`config.mk`:
```
export PLATFORM = sky130hd
export DESIGN_NAME = rom_bank_ctrl
export DESIGN_NICKNAME = d
export VERILOG_FILES = /design/src/rtl/rbc_pkg.sv /design/src/rtl/rbc_strobe_sync.sv /design/src/rtl/rbc_bank_reg.sv /design/src/rtl/rbc_addr_map.sv /design/src/rtl/rom_bank_ctrl.sv
export SDC_FILE = /design/constraint.sdc
export NUM_CORES = 1
export LEC_CHECK = 0
export ABC_AREA = 1
export ABC_CLOCK_PERIOD_IN_PS = 3200
export BUFFER_PORTS_ARGS = -buffer_cell sky130_fd_sc_hd__buf_4
export CAP_MARGIN = 5
export CORE_AREA = 2 2 39 41
export DETAILED_ROUTE_END_ITERATION = 10
export DIE_AREA = 0 0 41 43
export GPL_ROUTABILITY_DRIVEN = 0
export PLACE_DENSITY = 0.65
export SETUP_SLACK_MARGIN = 0.02
export SYNTH_ARGS = -nofsm -noshare
export SYNTH_HDL_FRONTEND = slang
export SYNTH_SLANG_ARGS = --single-unit
```
`constraint.sdc`:
```
create_clock -name clk -period 3.2 [get_ports clk]
set_input_delay 0.32 -clock clk [delete_from_list [all_inputs] [get_ports clk]]
set_output_delay 0.32 -clock clk [all_outputs]
set_load 0.05 [all_outputs]
```
`src/rtl/rbc_pkg.sv`:
```
package rbc_pkg;

   typedef enum logic [1:0] {
      WIN_FIXED    = 2'd0,
      WIN_SWITCH   = 2'd1,
      WIN_UNMAPPED = 2'd2
   } win_e;

   function automatic win_e decode_win(input logic [2:0] top);
      if (top[2])
         return WIN_UNMAPPED;
      else if (top[1])
         return WIN_SWITCH;
      else
         return WIN_FIXED;
   endfunction

endpackage

```
`src/rtl/rbc_strobe_sync.sv`:
```
module rbc_strobe_sync #(
   parameter int STAGES = 2
) (
   input  logic clk,
   input  logic rst_n,
   input  logic strobe_n,
   output logic strobe_low,
   output logic strobe_rise
);
   logic [STAGES-1:0] chain_q;
   logic              last_q;

   generate
      if (STAGES < 2) begin : g_bad
         $error("rbc_strobe_sync: STAGES must be at least 2");
      end
   endgenerate

   genvar gi;
   generate
      for (gi = 0; gi < STAGES; gi++) begin : g_stage
         if (gi == 0) begin : g_first
            always_ff @(posedge clk or negedge rst_n)
               if (!rst_n) chain_q[0] <= 1'b1;
               else        chain_q[0] <= strobe_n;
         end else begin : g_next
            always_ff @(posedge clk or negedge rst_n)
               if (!rst_n) chain_q[gi] <= 1'b1;
               else        chain_q[gi] <= chain_q[gi-1];
         end
      end
   endgenerate

   always_ff @(posedge clk or negedge rst_n)
      if (!rst_n) last_q <= 1'b1;
      else        last_q <= chain_q[STAGES-1];

   assign strobe_low  = ~chain_q[STAGES-1];
   assign strobe_rise = chain_q[STAGES-1] & ~last_q;

endmodule

```
`src/rtl/rbc_bank_reg.sv`:
```
module rbc_bank_reg #(
   parameter int           BANK_W     = 4,
   parameter int           DATA_W     = 8,
   parameter logic [2:0]   SEL_CODE   = 3'b001,
   parameter bit           ZERO_REMAP = 1'b1
) (
   input  logic              clk,
   input  logic              rst_n,
   input  logic [2:0]        addr_top,
   input  logic              cs_n,
   input  logic [DATA_W-1:0] data,
   input  logic              strobe_low,
   input  logic              strobe_rise,
   output logic [BANK_W-1:0] bank_q
);
   localparam logic [BANK_W-1:0] BANK_ONE = BANK_W'(1);

   logic              hit_q;
   logic [BANK_W-1:0] nib_q;
   logic [BANK_W-1:0] nib_fixed;

   always_ff @(posedge clk or negedge rst_n) begin
      if (!rst_n) begin
         hit_q <= 1'b0;
         nib_q <= '0;
      end else if (strobe_low) begin
         hit_q <= (addr_top == SEL_CODE) && cs_n;
         nib_q <= data[BANK_W-1:0];
      end
   end

   generate
      if (ZERO_REMAP) begin : g_remap
         assign nib_fixed = (nib_q == '0) ? BANK_ONE : nib_q;
      end else begin : g_raw
         assign nib_fixed = nib_q;
      end
   endgenerate

   always_ff @(posedge clk or negedge rst_n) begin
      if (!rst_n)
         bank_q <= BANK_ONE;
      else if (strobe_rise && hit_q)
         bank_q <= nib_fixed;
   end

endmodule

```
`src/rtl/rbc_addr_map.sv`:
```
module rbc_addr_map
   import rbc_pkg::*;
#(
   parameter int BANK_W = 4
) (
   input  logic [2:0]        addr_top,
   input  logic              wr_n,
   input  logic [BANK_W-1:0] bank,
   output logic [BANK_W-1:0] rom_hi,
   output logic              ce_n,
   output logic              oe_n
);
   win_e win;

   always_comb begin
      win  = decode_win(addr_top);
      ce_n = 1'b1;
      rom_hi = '0;
      unique case (win)
         WIN_FIXED:  ce_n = 1'b0;
         WIN_SWITCH: begin
            ce_n   = 1'b0;
            rom_hi = bank;
         end
         default:    ce_n = 1'b1;
      endcase
      oe_n = ce_n | ~wr_n;
   end

endmodule

```
`src/rtl/rom_bank_ctrl.sv`:
```
module rom_bank_ctrl #(
   parameter int         BANK_W      = 4,
   parameter int         DATA_W      = 8,
   parameter int         SYNC_STAGES = 2,
   parameter logic [2:0] SEL_CODE    = 3'b001,
   parameter bit         ZERO_REMAP  = 1'b1
) (
   input  logic              clk,
   input  logic              rst_n,
   input  logic [2:0]        host_addr_top,
   input  logic [DATA_W-1:0] host_data,
   input  logic              host_wr_n,
   input  logic              host_cs_n,
   output logic [BANK_W-1:0] rom_bank_addr,
   output logic              rom_ce_n,
   output logic              rom_oe_n
);
   generate
      if (BANK_W < 1 || BANK_W > 8) begin : g_bad_bank
         $error("rom_bank_ctrl: BANK_W out of range");
      end
      if (DATA_W < BANK_W) begin : g_bad_data
         $error("rom_bank_ctrl: DATA_W narrower than BANK_W");
      end
   endgenerate

   logic              strobe_low;
   logic              strobe_rise;
   logic [BANK_W-1:0] bank_q;

   rbc_strobe_sync #(.STAGES(SYNC_STAGES)) u_sync (
      .clk         (clk),
      .rst_n       (rst_n),
      .strobe_n    (host_wr_n),
      .strobe_low  (strobe_low),
      .strobe_rise (strobe_rise)
   );

   rbc_bank_reg #(
      .BANK_W     (BANK_W),
      .DATA_W     (DATA_W),
      .SEL_CODE   (SEL_CODE),
      .ZERO_REMAP (ZERO_REMAP)
   ) u_bank (
      .clk         (clk),
      .rst_n       (rst_n),
      .addr_top    (host_addr_top),
      .cs_n        (host_cs_n),
      .data        (host_data),
      .strobe_low  (strobe_low),
      .strobe_rise (strobe_rise),
      .bank_q      (bank_q)
   );

   rbc_addr_map #(.BANK_W(BANK_W)) u_map (
      .addr_top (host_addr_top),
      .wr_n     (host_wr_n),
      .bank     (bank_q),
      .rom_hi   (rom_bank_addr),
      .ce_n     (rom_ce_n),
      .oe_n     (rom_oe_n)
   );

endmodule

```
==> results of run 1 <==
-- worst max-delay path, delay by kind of cell, from the launching register on --
kind          cells  cell delay (ns)
buf+inv           2             0.23
simple gates      1             0.09
flops             1             0.53
-- area by class of cell --
class                   count  area (sq um)
fillers                   138           708
multi-input cells          29           158
flip-flops and latches     12           305
repair buffers             17           130
clock buffers               4          36.3
inverters                   7          26.3
well taps                  16          20.0
-- cell usage after synthesis, drive strengths merged --
master / instances / area (sq um)
buf: 1 / 11.3
inv: 7 / 26.3
nand4: 1 / 6.26
nand2: 11 / 48.8
mux2: 2 / 22.5
a21oi: 2 / 10.0
o21ai: 4 / 20.0
dfrtp: 8 / 200
clkbuf: 1 / 3.75
dfstp: 4 / 105
nor2: 9 / 50.1
-- flip-flops by register name, summed over array words and instances, names as in the netlist --
| signal | flops |
|---|---|
| u_bank.bank_q | 4 |
| u_sync.last_q | 1 |
| u_bank.nib_q | 4 |
| u_sync.chain_q | 2 |
| u_bank.hit_q | 1 |
-- layer usage --
metal	vias to the layer above	wire length, microns	global-route usage [%]
met5	-	0	0
li1	191	-	-
met4	0	12	10.0
met2	10	412	15.9
met1	163	395	17.2
met3	2	40	3.14
-- worst max-delay path by stage --
stage,endpoint,slack (ns)
floorplan,rom_bank_addr[0],1.69
global placement,rom_bank_addr[1],1.90
detailed placement,rom_bank_addr[1],1.90
CTS,rom_bank_addr[0],1.74
global route,rom_bank_addr[0],1.68
finish,rom_bank_addr[0],1.76
-- cell families (layout without fill, tap and decap cells) --
group | count (synthesis) | count (layout) | share of synthesized area [%]
flops | 12 | 12 | 60.5
simple gates | 21 | 21 | 20.8
compound gates | 6 | 6 | 5.95
buf+inv | 9 | 28 | 8.19
mux | 2 | 2 | 4.47
-- through the flow --
stage,std cells,util (%)
CTS,85,48.8
global placement,80,45.5
finish,85,48.8
floorplan,50,-
detailed placement,80,45.5
global route,85,48.8
-- power groups by stage --
stage	logic (mW)	registers [mW]	clock network, mW
floorplan	0.0464	0.185	0
global placement	0.0666	0.188	0
detailed placement	0.0686	0.189	0
CTS	0.0700	0.186	0.124
global route	0.0759	0.189	0.134
finish	0.0690	0.185	0.120
==> qor.yml, run 1 <==
status: "completed"
worstPathRequired_ns: 2.88
crit_chain: "inv_1 > nor2_1 > buf_4"
antenna_found_initial: 0
r2r-start: "u_sync.chain_q[1]"
fp-row-count: 14
min_path_type: "in -> reg"
drt-total-wl_microns: 861
layout_common_cells: "buf_4 (16), nand2_1 (10), nor2_1 (8), dfrtp_1 (8), inv_1 (7)"
core_sq_mm: 0.00138
io_pins: 21
yosysSeqAreaShare_pct: 60.5
synth-seq-cells: 12
cts-root-buf: "clkbuf_4"
slew_headroom_pct: 87.4
hold-worst-slack_ns: 0.158
drc: 0
min_period_over_period_pct: 45.0
p_int_uw: 272
holdPathEnd: "u_sync.chain_q[0]"
port_buffers: 16
areaGrowthSynthToFinish_pct: 34.0
die_w_microns: 41
cts_buffers: 3
final_net_count: 85
grt_usage_pct: 12.5
cts_buffer_depth: 2
fin_crit_ns: 1.44
path_clk_slew_ns: 0.08
num_vias: 366
grt_max_degree: 13
place_area_sq_um: 629
post_cts_buffers: 0
synthDistinctLibCells: 14
leakage_nw: 0.354
drive_above_1_share_pct: 40.6
antenna_cells: 0
synth_area_sq_um: 504
dp_hpwl_microns: 625
vdd_drop_max_uv: 189
finalMaxSlewViolations: 0
vias_per_cell: 4.31
synthCells: 50
crit_slowest_cell: "dfstp_2"
ctsHoldBuffers: 1
min_from: "host_wr_n"
worstMarginPinSlew_ns: 0.190
cpPeakStageDelay_ns: 0.53
place_ws_ns: 1.90
tns_ns: 0
clk-insertion-delay-late_ns: 0.27
end_kind: "output pin"
power_frac_comb_pct: 18.4
synth_nets: 65
cap_violations: 0
pwr-share-seq_pct: 49.5
drtPass1Iterations: 2
cp_max_fo: 2
p_sw_uw: 102
power_uw: 374
reg2reg_depth: 1
die_h_microns: 43
grt_pass1_vias: 319
setup_viol: 0
rsz0062_at_grt: "false"
regToRegEndpoint: "u_bank.nib_q[2]"
pwr-share-clk_pct: 32.0
grt_overflow: 0
start_kind: "register"
grt_pass1_wl_microns: 1400
wl_per_cell_microns: 10.1
sw_frac_of_total_pct: 27.4
crit_type: "reg -> out"
cts_tree: "built"
die-area_sq_mm: 0.00176
htreeDepth: 1
crit_start: "u_bank.bank_q[0]"
hold_violations: 0
arrival_ns: 1.12
fin_area_sq_um: 676
setup_ws_ns: 1.76
timing.fmax_ghz: 0.695
postRouteAntennaNets: 0
drt_iter0_markers: 5
worstHoldPathCells: 1
initial_core_util_pct: 36.4
reg2reg_slack_ns: 2.09
yosys_warnings: 0
skew_ns: 0.00375
final_common_cell: "buf_4"
power.density_mw_per_mm2: 554
avgSynthCellArea_sq_um: 10.1
cts_sinks: 12
postCtsResizedCells: 0
Power figures use the tool's default switching activity.
==> run 2, diff against run 1 <==
Settings changed: ABC_CLOCK_PERIOD_IN_PS 3200 to 1250, PLACE_DENSITY 0.65 to 0.67.
Clock period 3.2 ns to 1.25 ns, I/O delays scaled along.
==> run 2 against run 1 <==
Critical path depth stayed put. Flip-flop and latch count stayed put. Combinational power grew to 2.7 times the previous value. Power is 140% higher. Critical path type unchanged. Core utilization is 0.45 points higher. Largest cell class unchanged. Count of clock-buffer cells in the layout stayed put.
==> qor.yml, run 2 (synthesis results as in run 1) <==
fin_area_sq_um: 682  # was 676 sq um
cts_sinks: 12  # unchanged
place_ws_ns: 0.139  # was 1.90 ns
grt_max_degree: 13  # unchanged
dp_hpwl_microns: 645  # was 625 microns
multi_input_area_sq_um: 160  # was 158 sq um
antenna_cells: 0  # unchanged
grt_pass1_vias: 354  # was 319
num_vias: 372  # was 366
areaGrowthSynthToFinish_pct: 35.2  # was 34.0%
p_int_uw: 647  # was 272 uW
slew_headroom_pct: 86.8  # was 87.4%
start_kind: "register"  # unchanged
cpPeakStageDelay_ns: 0.54  # was 0.53 ns
hold_violations: 0  # unchanged
drive_above_1_share_pct: 41.4  # was 40.6%
path_clk_slew_ns: 0.08  # about the same
post_cts_buffers: 0  # unchanged
rsz0062_at_grt: "true"  # was false
cts_tree: "built"  # unchanged
setup_viol: 0  # unchanged
leakage_nw: 0.352  # was 0.354 nW
power_frac_comb_pct: 20.2  # was 18.4%
vdd_drop_max_uv: 519  # was 189 uV
pwr-share-clk_pct: 27.3  # was 32.0%
crit_slowest_cell: "dfstp_2"  # unchanged
port_buffers: 16  # unchanged
wl_per_cell_microns: 9.98  # was 10.1 microns
regArea_sq_um: 305  # unchanged
drt_iter0_markers: 2  # was 5
place_area_sq_um: 632  # was 629 sq um
crit_chain: "inv_2 > nor2_2 > buf_6"  # was inv_1 > nor2_1 > buf_4
crit_type: "reg -> out"  # unchanged
pwr-share-seq_pct: 52.4  # was 49.5%
io_pins: 21  # unchanged
grt_pass1_wl_microns: 1500  # was 1400 microns
p_sw_uw: 262  # was 102 uW
final.fill_count: 144  # was 138
top_regs: "u_bank.bank_q: 4 flops, u_bank.nib_q: 4 flops, u_sync.chain_q: 2 flops"  # unchanged
grt_usage_pct: 13.1  # was 12.5%
die_w_microns: 41  # unchanged
clk-insertion-delay-late_ns: 0.27  # about the same
fp-row-count: 14  # unchanged
min_period_over_period_pct: 96.4
arrival_ns: 1.08  # was 1.12 ns
wl_met1_microns: 380  # was 395 microns
status: "completed"  # unchanged
worstMarginPinSlew_ns: 0.199  # was 0.190 ns
die_h_microns: 43  # unchanged
htreeDepth: 1  # unchanged
worstPathRequired_ns: 1.12  # was 2.88 ns
layout_common_cells: "buf_4 (15), nand2_1 (10), dfrtp_1 (8), nor2_1 (7), inv_1 (6)"  # was buf_4 (16), nand2_1 (10), nor2_1 (8), dfrtp_1 (8), inv_1 (7)
skew_ns: 0.00754  # was 0.00375 ns
initial_core_util_pct: 36.4  # unchanged
vias_per_cell: 4.33  # was 4.31
fin_crit_ns: 1.20
end_kind: "output pin"  # unchanged
cts_buffer_depth: 2  # unchanged
drc: 0  # unchanged
postRouteAntennaNets: 0  # unchanged
power.density_mw_per_mm2: 1330  # was 554 mW/mm^2
cts-root-buf: "clkbuf_4"  # unchanged
final_net_count: 86  # was 85
cp_max_fo: 2  # unchanged
setup_ws_ns: 0.0454  # was 1.76 ns
grt_overflow: 0  # unchanged
cap_violations: 0  # unchanged
drt-total-wl_microns: 858  # was 861 microns
die-area_sq_mm: 0.00176  # unchanged
antenna_found_initial: 0  # unchanged
final_common_cell: "buf_4"  # unchanged
drtPass1Iterations: 2  # unchanged
wl_met3_microns: 54  # was 40 microns
timing.fmax_ghz: 0.830
highest_layer: "met4"  # unchanged
tns_ns: 0  # unchanged
cts_buffers: 3  # unchanged
finalMaxSlewViolations: 0  # unchanged
route.met2.wl_microns: 405  # was 412 microns
core_sq_mm: 0.00138  # unchanged
min_path_type: "in -> reg"  # unchanged
sw_frac_of_total_pct: 28.8  # was 27.4%
==> run 2: cell type report <==
cell class	instances	area share [%]
repair buffers	18	21.1
multi-input cells	29	23.5
well taps	16	2.94
clock buffers	4	3.85
flip-flops and latches	12	44.8
inverters	7	3.85
==> run 2: metal layers <==
metal  vias to the layer above  GRT usage (%)
met3                         2           4.71
met2                        16           17.8
met1                       163           16.2
met4                         0           10.0
li1                        191              -
met5                         -              0
==> run 2: metrics by stage <==
stage	util, %	hold WS (ns)	instances	power [mW]
after CTS	49.3	0.0734	86	0.922
after global routing	49.3	0.0567	86	0.981
after global placement	45.7	-0.0309	80	0.654
final	49.3	0.0785	86	0.909
after floorplan	-	-0.171	50	0.595
after detailed placement	45.7	-0.0315	80	0.662
==> run 2: final timing paths <==
path                                   start                end  slack [ns]  cells past startpoint
hold / removal                  host_data[1]    u_bank.nib_q[1]        0.08                      2
setup / recovery            u_bank.bank_q[0]   rom_bank_addr[0]        0.05                      3
max in group asynchronous              rst_n  u_sync.chain_q[0]        0.80                      2
hold reg to reg            u_sync.chain_q[0]  u_sync.chain_q[1]        0.36                      0
setup reg to reg           u_sync.chain_q[1]    u_bank.nib_q[2]        0.14                      1
min in group asynchronous              rst_n   u_bank.bank_q[2]        0.22                      2
==> run 2: timing repair <==
action,in CTS,in global routing
hold buffers,2,0
pin swaps,1,0
endpoints found under the hold margin,13,0
setup endpoints to repair,1,1
resized for setup,1,1
==> run 2: worst max-delay path: cells and delay by family (launching register included) <==
kind	cells	cell delay, ns
DFF	1	0.54
buffers and inverters	2	0.19
and+or+nand+nor	1	0.08
==> run 2: power groups by stage <==
| stage | clock [mW] | sequential, mW | combinational (mW) |
|---|---|---|---|
| 4_1_cts | 0.260 | 0.476 | 0.186 |
| 5_1_grt | 0.290 | 0.484 | 0.207 |
| 2_1_floorplan | 0 | 0.473 | 0.121 |
| 6_report | 0.248 | 0.477 | 0.184 |
| 3_5_place_dp | 0 | 0.484 | 0.178 |
| 3_3_place_gp | 0 | 0.481 | 0.173 |
